File: src/rtl/efs_pkg.sv
package efs_pkg;

   typedef enum logic [1:0] {
      EV_IRQ  = 2'b00,
      EV_TRAP = 2'b01,
      EV_BRK  = 2'b10,
      EV_RSVD = 2'b11
   } ev_kind_e;

   // bit 5 of the low status byte tells a short frame (1) from an extended one (0)
   localparam logic [7:0] FRAME_MARK = 8'h20;

   // number of program counter bytes for a width code, capped at the PC width
   function automatic int unsigned pc_bytes(input logic [1:0] wc, input int unsigned cap);
      int unsigned n;
      case (wc)
         2'b00:   n = 2;
         2'b01:   n = 4;
         default: n = 8;
      endcase
      return (n > cap) ? cap : n;
   endfunction

endpackage

File: src/rtl/efs_frame_byte.sv
module efs_frame_byte
   import efs_pkg::*;
#(
   parameter int PC_W  = 64,
   parameter int CNT_W = 4
) (
   input  ev_kind_e         kind,
   input  logic [PC_W-1:0]  pc,
   input  logic [7:0]       stat_lo,
   input  logic [4:0]       ext_misc,
   input  logic             user,
   input  logic [1:0]       wcode,
   input  logic [CNT_W-1:0] idx,
   output logic [7:0]       data,
   output logic             last
);

   localparam int PCB    = PC_W / 8;
   localparam int LANE_W = (PCB > 1) ? $clog2(PCB) : 1;

   logic [7:0]        lane [PCB];
   logic [CNT_W-1:0]  nb;
   logic [LANE_W-1:0] lsel;
   logic [7:0]        ext_byte;

   for (genvar g = 0; g < PCB; g++) begin : g_lane
      assign lane[g] = pc[8*g +: 8];
   end

   assign nb       = CNT_W'(pc_bytes(wcode, PCB));
   assign lsel     = LANE_W'(nb - 1'b1 - idx);
   assign ext_byte = {user, ext_misc, wcode};

   always_comb begin
      data = '0;
      last = 1'b0;
      if (idx < nb) begin
         data = lane[lsel];
      end else if (idx == nb) begin
         data = (kind == EV_BRK) ? (stat_lo | FRAME_MARK) : ext_byte;
         last = (kind != EV_IRQ);
      end else begin
         data = stat_lo & ~FRAME_MARK;
         last = 1'b1;
      end
   end

endmodule

File: src/rtl/efs_sp_track.sv
module efs_sp_track #(
   parameter int SP_W = 16
) (
   input  logic            clk,
   input  logic            rst_n,
   input  logic            load,
   input  logic [SP_W-1:0] hsp_in,
   input  logic [SP_W-1:0] usp_in,
   input  logic            sel_user,
   input  logic            dec,
   output logic [SP_W-1:0] hsp_q,
   output logic [SP_W-1:0] usp_q,
   output logic [SP_W-1:0] cur_sp
);

   localparam int NPTR = 2;

   logic [SP_W-1:0] sp_r   [NPTR];
   logic [SP_W-1:0] sp_new [NPTR];

   assign sp_new[0] = hsp_in;
   assign sp_new[1] = usp_in;

   for (genvar g = 0; g < NPTR; g++) begin : g_ptr
      logic mine;
      assign mine = (g == 1) ? sel_user : !sel_user;
      always_ff @(posedge clk or negedge rst_n) begin
         if (!rst_n)
            sp_r[g] <= '0;
         else if (load)
            sp_r[g] <= sp_new[g];
         else if (dec && mine)
            sp_r[g] <= sp_r[g] - 1'b1;
      end
   end

   assign hsp_q  = sp_r[0];
   assign usp_q  = sp_r[1];
   assign cur_sp = sel_user ? sp_r[1] : sp_r[0];

endmodule

File: src/rtl/excp_frame_seq.sv
module excp_frame_seq
   import efs_pkg::*;
#(
   parameter int PC_W = 64,
   parameter int SP_W = 16
) (
   input  logic            clk,
   input  logic            rst_n,
   input  logic            req_valid,
   input  logic [1:0]      req_kind,
   input  logic [PC_W-1:0] pc_in,
   input  logic [7:0]      stat_lo_in,
   input  logic [4:0]      ext_misc_in,
   input  logic            user_in,
   input  logic [1:0]      awidth_in,
   input  logic [SP_W-1:0] hsp_in,
   input  logic [SP_W-1:0] usp_in,
   output logic            busy,
   output logic            wr_en,
   output logic [SP_W-1:0] wr_addr,
   output logic [7:0]      wr_data,
   output logic            done,
   output logic [1:0]      done_kind,
   output logic            mode_user,
   output logic [SP_W-1:0] hsp_out,
   output logic [SP_W-1:0] usp_out
);

   localparam int CNT_W = $clog2(PC_W / 8 + 3);

   if (PC_W != 16 && PC_W != 32 && PC_W != 64) begin : g_bad_pcw
      $error("excp_frame_seq: PC_W must be 16, 32 or 64");
   end
   if (SP_W < 8) begin : g_bad_spw
      $error("excp_frame_seq: SP_W must be at least 8");
   end

   typedef enum logic [1:0] {S_IDLE, S_PUSH, S_DONE} state_e;

   state_e           state_q;
   ev_kind_e         kind_q;
   logic [PC_W-1:0]  pc_q;
   logic [7:0]       lo_q;
   logic [4:0]       misc_q;
   logic             user_q;
   logic [1:0]       wc_q;
   logic [CNT_W-1:0] idx_q;
   logic             mode_q;
   logic             accept;
   logic             last;
   logic             on_user;
   logic [SP_W-1:0]  cur_sp;
   logic [7:0]       fbyte;

   assign accept  = (state_q == S_IDLE) && req_valid && (ev_kind_e'(req_kind) != EV_RSVD);
   assign on_user = (kind_q == EV_BRK) && user_q;

   efs_frame_byte #(.PC_W(PC_W), .CNT_W(CNT_W)) u_fbyte (
      .kind     (kind_q),
      .pc       (pc_q),
      .stat_lo  (lo_q),
      .ext_misc (misc_q),
      .user     (user_q),
      .wcode    (wc_q),
      .idx      (idx_q),
      .data     (fbyte),
      .last     (last)
   );

   efs_sp_track #(.SP_W(SP_W)) u_sp (
      .clk      (clk),
      .rst_n    (rst_n),
      .load     (accept),
      .hsp_in   (hsp_in),
      .usp_in   (usp_in),
      .sel_user (on_user),
      .dec      (wr_en),
      .hsp_q    (hsp_out),
      .usp_q    (usp_out),
      .cur_sp   (cur_sp)
   );

   always_ff @(posedge clk or negedge rst_n) begin
      if (!rst_n) begin
         state_q <= S_IDLE;
         kind_q  <= EV_IRQ;
         pc_q    <= '0;
         lo_q    <= '0;
         misc_q  <= '0;
         user_q  <= 1'b0;
         wc_q    <= '0;
         idx_q   <= '0;
         mode_q  <= 1'b0;
      end else begin
         case (state_q)
            S_IDLE: begin
               if (accept) begin
                  kind_q  <= ev_kind_e'(req_kind);
                  pc_q    <= pc_in;
                  lo_q    <= stat_lo_in;
                  misc_q  <= ext_misc_in;
                  user_q  <= user_in;
                  wc_q    <= awidth_in;
                  idx_q   <= '0;
                  state_q <= S_PUSH;
               end
            end
            S_PUSH: begin
               idx_q <= idx_q + 1'b1;
               if (last) begin
                  state_q <= S_DONE;
                  mode_q  <= (kind_q == EV_BRK) ? user_q : 1'b0;
               end
            end
            default: state_q <= S_IDLE;
         endcase
      end
   end

   assign busy      = (state_q != S_IDLE);
   assign wr_en     = (state_q == S_PUSH);
   assign wr_addr   = cur_sp;
   assign wr_data   = fbyte;
   assign done      = (state_q == S_DONE);
   assign done_kind = kind_q;
   assign mode_user = mode_q;

endmodule

File: config.mk
export PLATFORM = sky130hd
export DESIGN_NAME = excp_frame_seq
export DESIGN_NICKNAME = d
export VERILOG_FILES = /design/src/rtl/efs_pkg.sv /design/src/rtl/efs_frame_byte.sv /design/src/rtl/efs_sp_track.sv /design/src/rtl/excp_frame_seq.sv
export SDC_FILE = /design/constraint.sdc
export NUM_CORES = 1
export LEC_CHECK = 0
export CAP_MARGIN = 20
export CORE_MARGIN = 2
export CORE_UTILIZATION = 35
export CTS_CLUSTER_SIZE = 24
export DETAILED_ROUTE_END_ITERATION = 7
export DONT_BUFFER_PORTS = 1
export GPL_ROUTABILITY_DRIVEN = 0
export HOLD_SLACK_MARGIN = 0.03
export MAX_ROUTING_LAYER = met4
export PLACE_DENSITY_LB_ADDON = 0.08
export RECOVER_POWER = 100
export SLEW_MARGIN = 20
export SYNTH_ARGS = -nofsm -noshare
export SYNTH_HDL_FRONTEND = slang
export SYNTH_HIERARCHICAL = 1
export SYNTH_SLANG_ARGS = --single-unit
File: constraint.sdc
create_clock -name clk -period 6.34 [get_ports clk]
set_input_delay 1.902 -clock clk [delete_from_list [all_inputs] [get_ports clk]]
set_output_delay 1.902 -clock clk [all_outputs]
set_load 0.005 [all_outputs]
-- Word level (Yosys, flattened, before mapping)
Index checks and enable logic that the tools add are counted.
Widths: inputs -> output; s select.
- register bits after elaboration: 121
- logic and storage cells: 66
- multiplexer cells: 21
- bitwise operators: 1
- reductions and logical operators: 17
- equality and inequality tests: 8
- $lt $le $gt $ge: 3
- add/subtract/negate cells: 5
- operators with widths (kind ; number):
    $mux 16 ; 5
    $mux 8 ; 5
    $sub 16x1->16 const B ; 2
    $bmux 8 s3 ; 1
    $pmux 4 s2 ; 2
    $reduce_bool 2->1 ; 5
    $mux 4 ; 2
    $reduce_and 2->1 ; 4
    $ne 2x2->1 const B ; 3
    $logic_and 1x1->1 ; 5
    $add 4x1->4 const B ; 1
    $eq 2x1->1 const B ; 2
    $eq 2x2->1 const B ; 2
    $eq 4x4->1 ; 1
    $ge 4x4->1 const B ; 1
    $gt 4x4->1 const B ; 1
    $logic_not 2->1 ; 2
    $lt 4x4->1 ; 1
    $mux 2 ; 2
    $not 3->4 ; 1
    $pmux 2 s2 ; 1
    $mux 1 ; 3
    $sub 3x1->3 const B ; 1
    $sub 3x3->3 ; 1
    $logic_not 1->1 ; 1

-- Longest topological paths before layout
- depth in word-level cells: 11
- gate-level depth with buffers: 10
- mapped depth without buffers: 9

-- By module
The synthesis kept the hierarchy.
- by module, submodules not included (module ; area an instance (µm²) ; cells an instance ; sequential area each (µm²) ; times used):
    excp_frame_seq ; 3614.7 ; 207 ; 2227.1 ; 1
    efs_sp_track ; 1956.9 ; 215 ; 800.8 ; 1
    efs_frame_byte ; 829.5 ; 61 ; 0.0 ; 1

-- Worst setup path after synthesis
OpenSTA, ideal clock, no wires.
- path kind: flip-flop to output port
- start: reg wc_q[1]
- end: out wr_data[4]
- stages on the path, launching flop included: 8
- setup slack: 2.477 ns
- arrival time: 1.961 ns
- required time: 4.438 ns
- cells stage by stage: dfrtp_1 inv_1 nand2_1 ha_1 xor2_2 mux4_1 mux2i_1 mux2i_1
- longest elaborated chain between the ends: 11
- elaborated cells on any way between the ends: 15
- classes of those cells: add/sub: 2; order compare: 2; eq/ne: 2; mux: 7; bitwise: 1; reduce/logical: 1
- ends and longest elaborated chain (what ; line ; RTL):
    from (decl) ; excp_frame_seq.sv:46 ; logic [1:0] wc_q;
    from (signal assigned) ; excp_frame_seq.sv:103 ; wc_q <= awidth_in;
    $eq 2x1->1 / $logic_not 2->1 (equally long branches) ; efs_pkg.sv:16 ; case (wc)
    $pmux 4 s2 * ; efs_pkg.sv:16 ;
    $gt 4x4->1 ; efs_pkg.sv:21 ; return (n > cap) ? cap : n;
    $mux 4 * ; efs_pkg.sv:21 ;
    $sub 3x1->3 ; efs_frame_byte.sv:31 ; assign lsel = LANE_W'(nb - 1'b1 - idx);
    $sub 3x3->3 ; efs_frame_byte.sv:31 ;
    $not 3->4 (implied by the code) ; efs_frame_byte.sv:38 ; data = lane[lsel];
    $bmux 8 s3 ; efs_frame_byte.sv:38 ;
    $mux 8 (implied by the code) (2 in series) ; efs_frame_byte.sv:38 ;
    $mux 8 * ; efs_frame_byte.sv:37 ; if (idx < nb) begin
    to (decl) ; excp_frame_seq.sv:21 ; output logic [7:0] wr_data,
Mark *: on every way between the ends. The rest lies on a longest branch, timed or not. The select of a mux whose other input is x is not followed.

-- Worst setup path after layout
- start: reg wc_q[1]
- end: out wr_data[3]
The elaborated chain is that of the path after synthesis.

==> load_flow_metrics.sql <==
INSERT INTO impl_metrics (metric_group, metric, value, unit) VALUES
('status', 'outcome', 'finished, violations left', ''),
('status', 'violations', 'max-capacitance violations, max-slew violations', ''),
('power', 'total_leakage_power', '2.75', 'nW'),
('worst_setup_path', 'critical-path-top-delay-family', 'XOR/XNOR gates', ''),
('floorplan', 'ios', '179', ''),
('floorplan', 'initial_utilization', '35.5', '%'),
('global_route', 'first_pass_grt_wire_length', '23300', 'um'),
('worst_setup_path', 'cp_data_required_time', '4.44', 'ns'),
('floorplan', 'die_y', '139', 'um'),
('worst_setup_path', 'critical_path_cell_by_cell', 'inv_1 -> nand2_1 -> ha_1 -> xor2_1 -> clkbuf_1 -> mux4_2 -> mux2i_1 -> mux2i_1', ''),
('worst_setup_path', 'worstSetupStartpointType', 'flip-flop', ''),
('routing', 'number_of_iterations_in_the_first_detailed_routing_pass', '4', ''),
('sta', 'post-route-period-util', '83.8', '%'),
('sta', 'grt_setup_unrepaired', 'false', ''),
('global_route', 'grtUsageTotal', '16.2', '%'),
('sta', 'clock-skew-final', '0.00826', 'ns'),
('sta', 'setup_total_negative_slack', '0', 'ns'),
('routing', 'drt-wirelength-per-cell', '20.5', 'um'),
('global_route', 'overflow', '0', ''),
('floorplan', 'placement_rows', '49', ''),
('power', 'peak_supply_drop', '310', 'uV'),
('clocking', 'cts.path.max_buffers', '2', ''),
('synth', 'post_synth_inst_count', '481', ''),
('clocking', 'cts_root_buffer', 'clkbuf_16', ''),
('clocking', 'cts_setup_buffers', '0', ''),
('synth', 'postSynthNetCount', '605', ''),
('synth', 'synth_warnings', '6', ''),
('sta', 'setup_viol', '0', ''),
('routing', 'dr.first_iter.drc_count', '165', ''),
('sta', 'tightestPinTransition', '1.87', 'ns'),
('sta', 'timing.slew.headroom', '-24.7', '%'),
('global_route', 'pin_count_of_the_biggest_net_entering_global_routing', '121', ''),
('final_layout', 'layout.nets', '604', ''),
('floorplan', 'horizontal_extent_of_the_die', '139', 'um'),
('placement', 'post-place-cells', '690', ''),
('final_layout', 'post_route_cells_drive_above_1_share', '17.1', '%'),
('global_route', 'antenna_violations_before_repair', '4', ''),
('worst_setup_path', 'timing.critical_path.buf_inv', '2', ''),
('placement', 'detailedPlacementHpwl', '10200', 'um'),
('clocking', 'clock-sinks', '120', ''),
('routing', 'route.final.wire_length', '14800', 'um'),
('worst_setup_path', 'setup.worst_path.class', 'reg -> out', ''),
('clocking', 'cts-htree-levels', '4', ''),
('sta', 'slew_viol_final', '140', ''),
('final_layout', 'layout-area-overhead-vs-synth', '7.97', '%'),
('routing', 'ant_nets', '0', ''),
('placement', 'placement.io_buffers', '0', ''),
('final_layout', 'footprint_of_the_multi_input_gates', '2900', 'um^2'),
('flow_run', 'cap_violations', '2', ''),
('synth', 'syn_area_per_cell', '13.2', 'um^2'),
('final_layout', 'layout.area.seq', '3000', 'um^2'),
('routing', 'route.detailed.drc', '0', ''),
('sta', 'final-hold-violation-count', '0', ''),
('final_layout', 'fillerInstances', '1776', ''),
('clocking', 'tritoncts', 'done', ''),
('worst_setup_path', 'crit_path_end_kind', 'output port', ''),
('clocking', 'cts_resized', '0', ''),
('synth', 'post_synth_instance_area', '6360', 'um^2'),
('floorplan', 'coreArea', '17900', 'um^2'),
('sta', 'layout_min_cycle_time', '5.31', 'ns'),
('sta', 'post-route-worst-setup-slack', '1.03', 'ns'),
('clocking', 'holdBufCountCts', '0', ''),
('clocking', 'cts-buffers-inserted', '17', ''),
('clocking', 'clock_latency', '0.41', 'ns'),
('hold_path', 'worst_hold_path_type', 'reg -> reg', ''),
('placement', 'dp_worst_setup_slack', '1.74', 'ns'),
('power', 'powerDensity', '599', 'nW/um^2'),
('worst_setup_path', 'arrival', '3.41', 'ns'),
('worst_setup_path', 'crit_path_frequent_cell', 'mux2i_1', ''),
('clocking', 'clkTransAtPathRegs', '0.06', 'ns'),
('final_layout', 'fin_cells', '724', ''),
('global_route', 'first_global_vias', '3868', ''),
('floorplan', 'die_outline_area', '19300', 'um^2'),
('worst_setup_path', 'critical_path.slowest_cell', 'xor2_1', ''),
('worst_setup_path', 'critical_path.max_stage_delay', '0.88', 'ns'),
('worst_setup_path', 'cp_max_fo', '10', ''),
('routing', 'num_vias', '3719', ''),
('sta', 'fmax', '188', 'MHz'),
('routing', 'via_per_inst', '5.14', '');
cell type report:
cell class              instances  area share [%]
flip-flops and latches        120            43.7
multi-input cells             327            42.3
clock buffers                  22            7.05
well taps                     229            4.17
clock inverters                 8            1.75
inverters                      10           0.601
repair buffers                  4           0.273
diodes                          4           0.146
per-stage QoR:
step | power [mW] | util (%) | hold WS [ns] | area, um^2
after global routing | 4.40 | 38.4 | 0.496 | 6870
after detailed placement | 3.35 | 36.1 | 0.490 | 6460
final | 4.11 | 38.4 | 0.478 | 6870
after global placement | 3.31 | 36.1 | 0.482 | 6460
after floorplan | 2.93 | - | 0.472 | 6360
after CTS | 4.37 | 39.5 | 0.502 | 7070
path summary, 6_finish.rpt:
path                       startpoint             to  slack [ns]  depth (start not counted)
max                           wc_q[1]     wr_data[3]        1.03                          8
min                          pc_q[29]       pc_q[29]        0.48                          1
max reg2reg                state_q[0]  u_sp/usp_q[8]        2.42                          5
min reg2reg                  pc_q[29]       pc_q[29]        0.48                          1
max in group asynchronous       rst_n  u_sp/usp_q[9]        5.01                          0
min in group asynchronous       rst_n       pc_q[17]        1.19                          0
where the power goes:
part	leakage, nW	switching [mW]	internal [mW]	total (mW)
clock network	0.294	0.339	0.653	0.992
registers	1.42	0.345	1.15	1.49
logic	1.03	0.798	0.829	1.63
sequential cells by signal, indices dropped and copies added (netlist names):
register and flops:
state_q 2, done_kind 2, wc_q 2, u_sp/usp_q 16, lo_q 7, user_q 1, idx_q 4, misc_q 5
u_sp/hsp_q 16, pc_q 64, mode_user 1
per-layer routing:
metal / global-route usage, % / wire, um
met5: - / 0
met4: 3.99 / 133
met3: 6.08 / 925
met2: 23.1 / 6790
met1: 22.0 / 6990
cells in the final DEF (no fill, tap or decap), types with 5 or more instances in the layout:
cell	count
nand2_1	36
mux2i_1	24
mux2_2	44
xor2_1	8
nand3_1	5
o21ai_0	33
xnor2_1	16
ha_1	7
or3_1	9
nor4_1	6
mux4_1	13
dfrtp_1	120
nor2_1	19
nand2b_1	5
mux2_1	52
a31oi_1	6
nor2b_1	5
clkbuf_16	17
nor3_1	5
inv_1	9
worst reg2reg max path, cell delays in order (launching register included):
cell        delay, ns
dfrtp_1          0.41
nor2_1           0.16
nand3_1          0.21
clkinvlp_4       1.25
clkbuf_1         1.37
o21ai_0          0.31
Power figures use the tool's default switching activity.
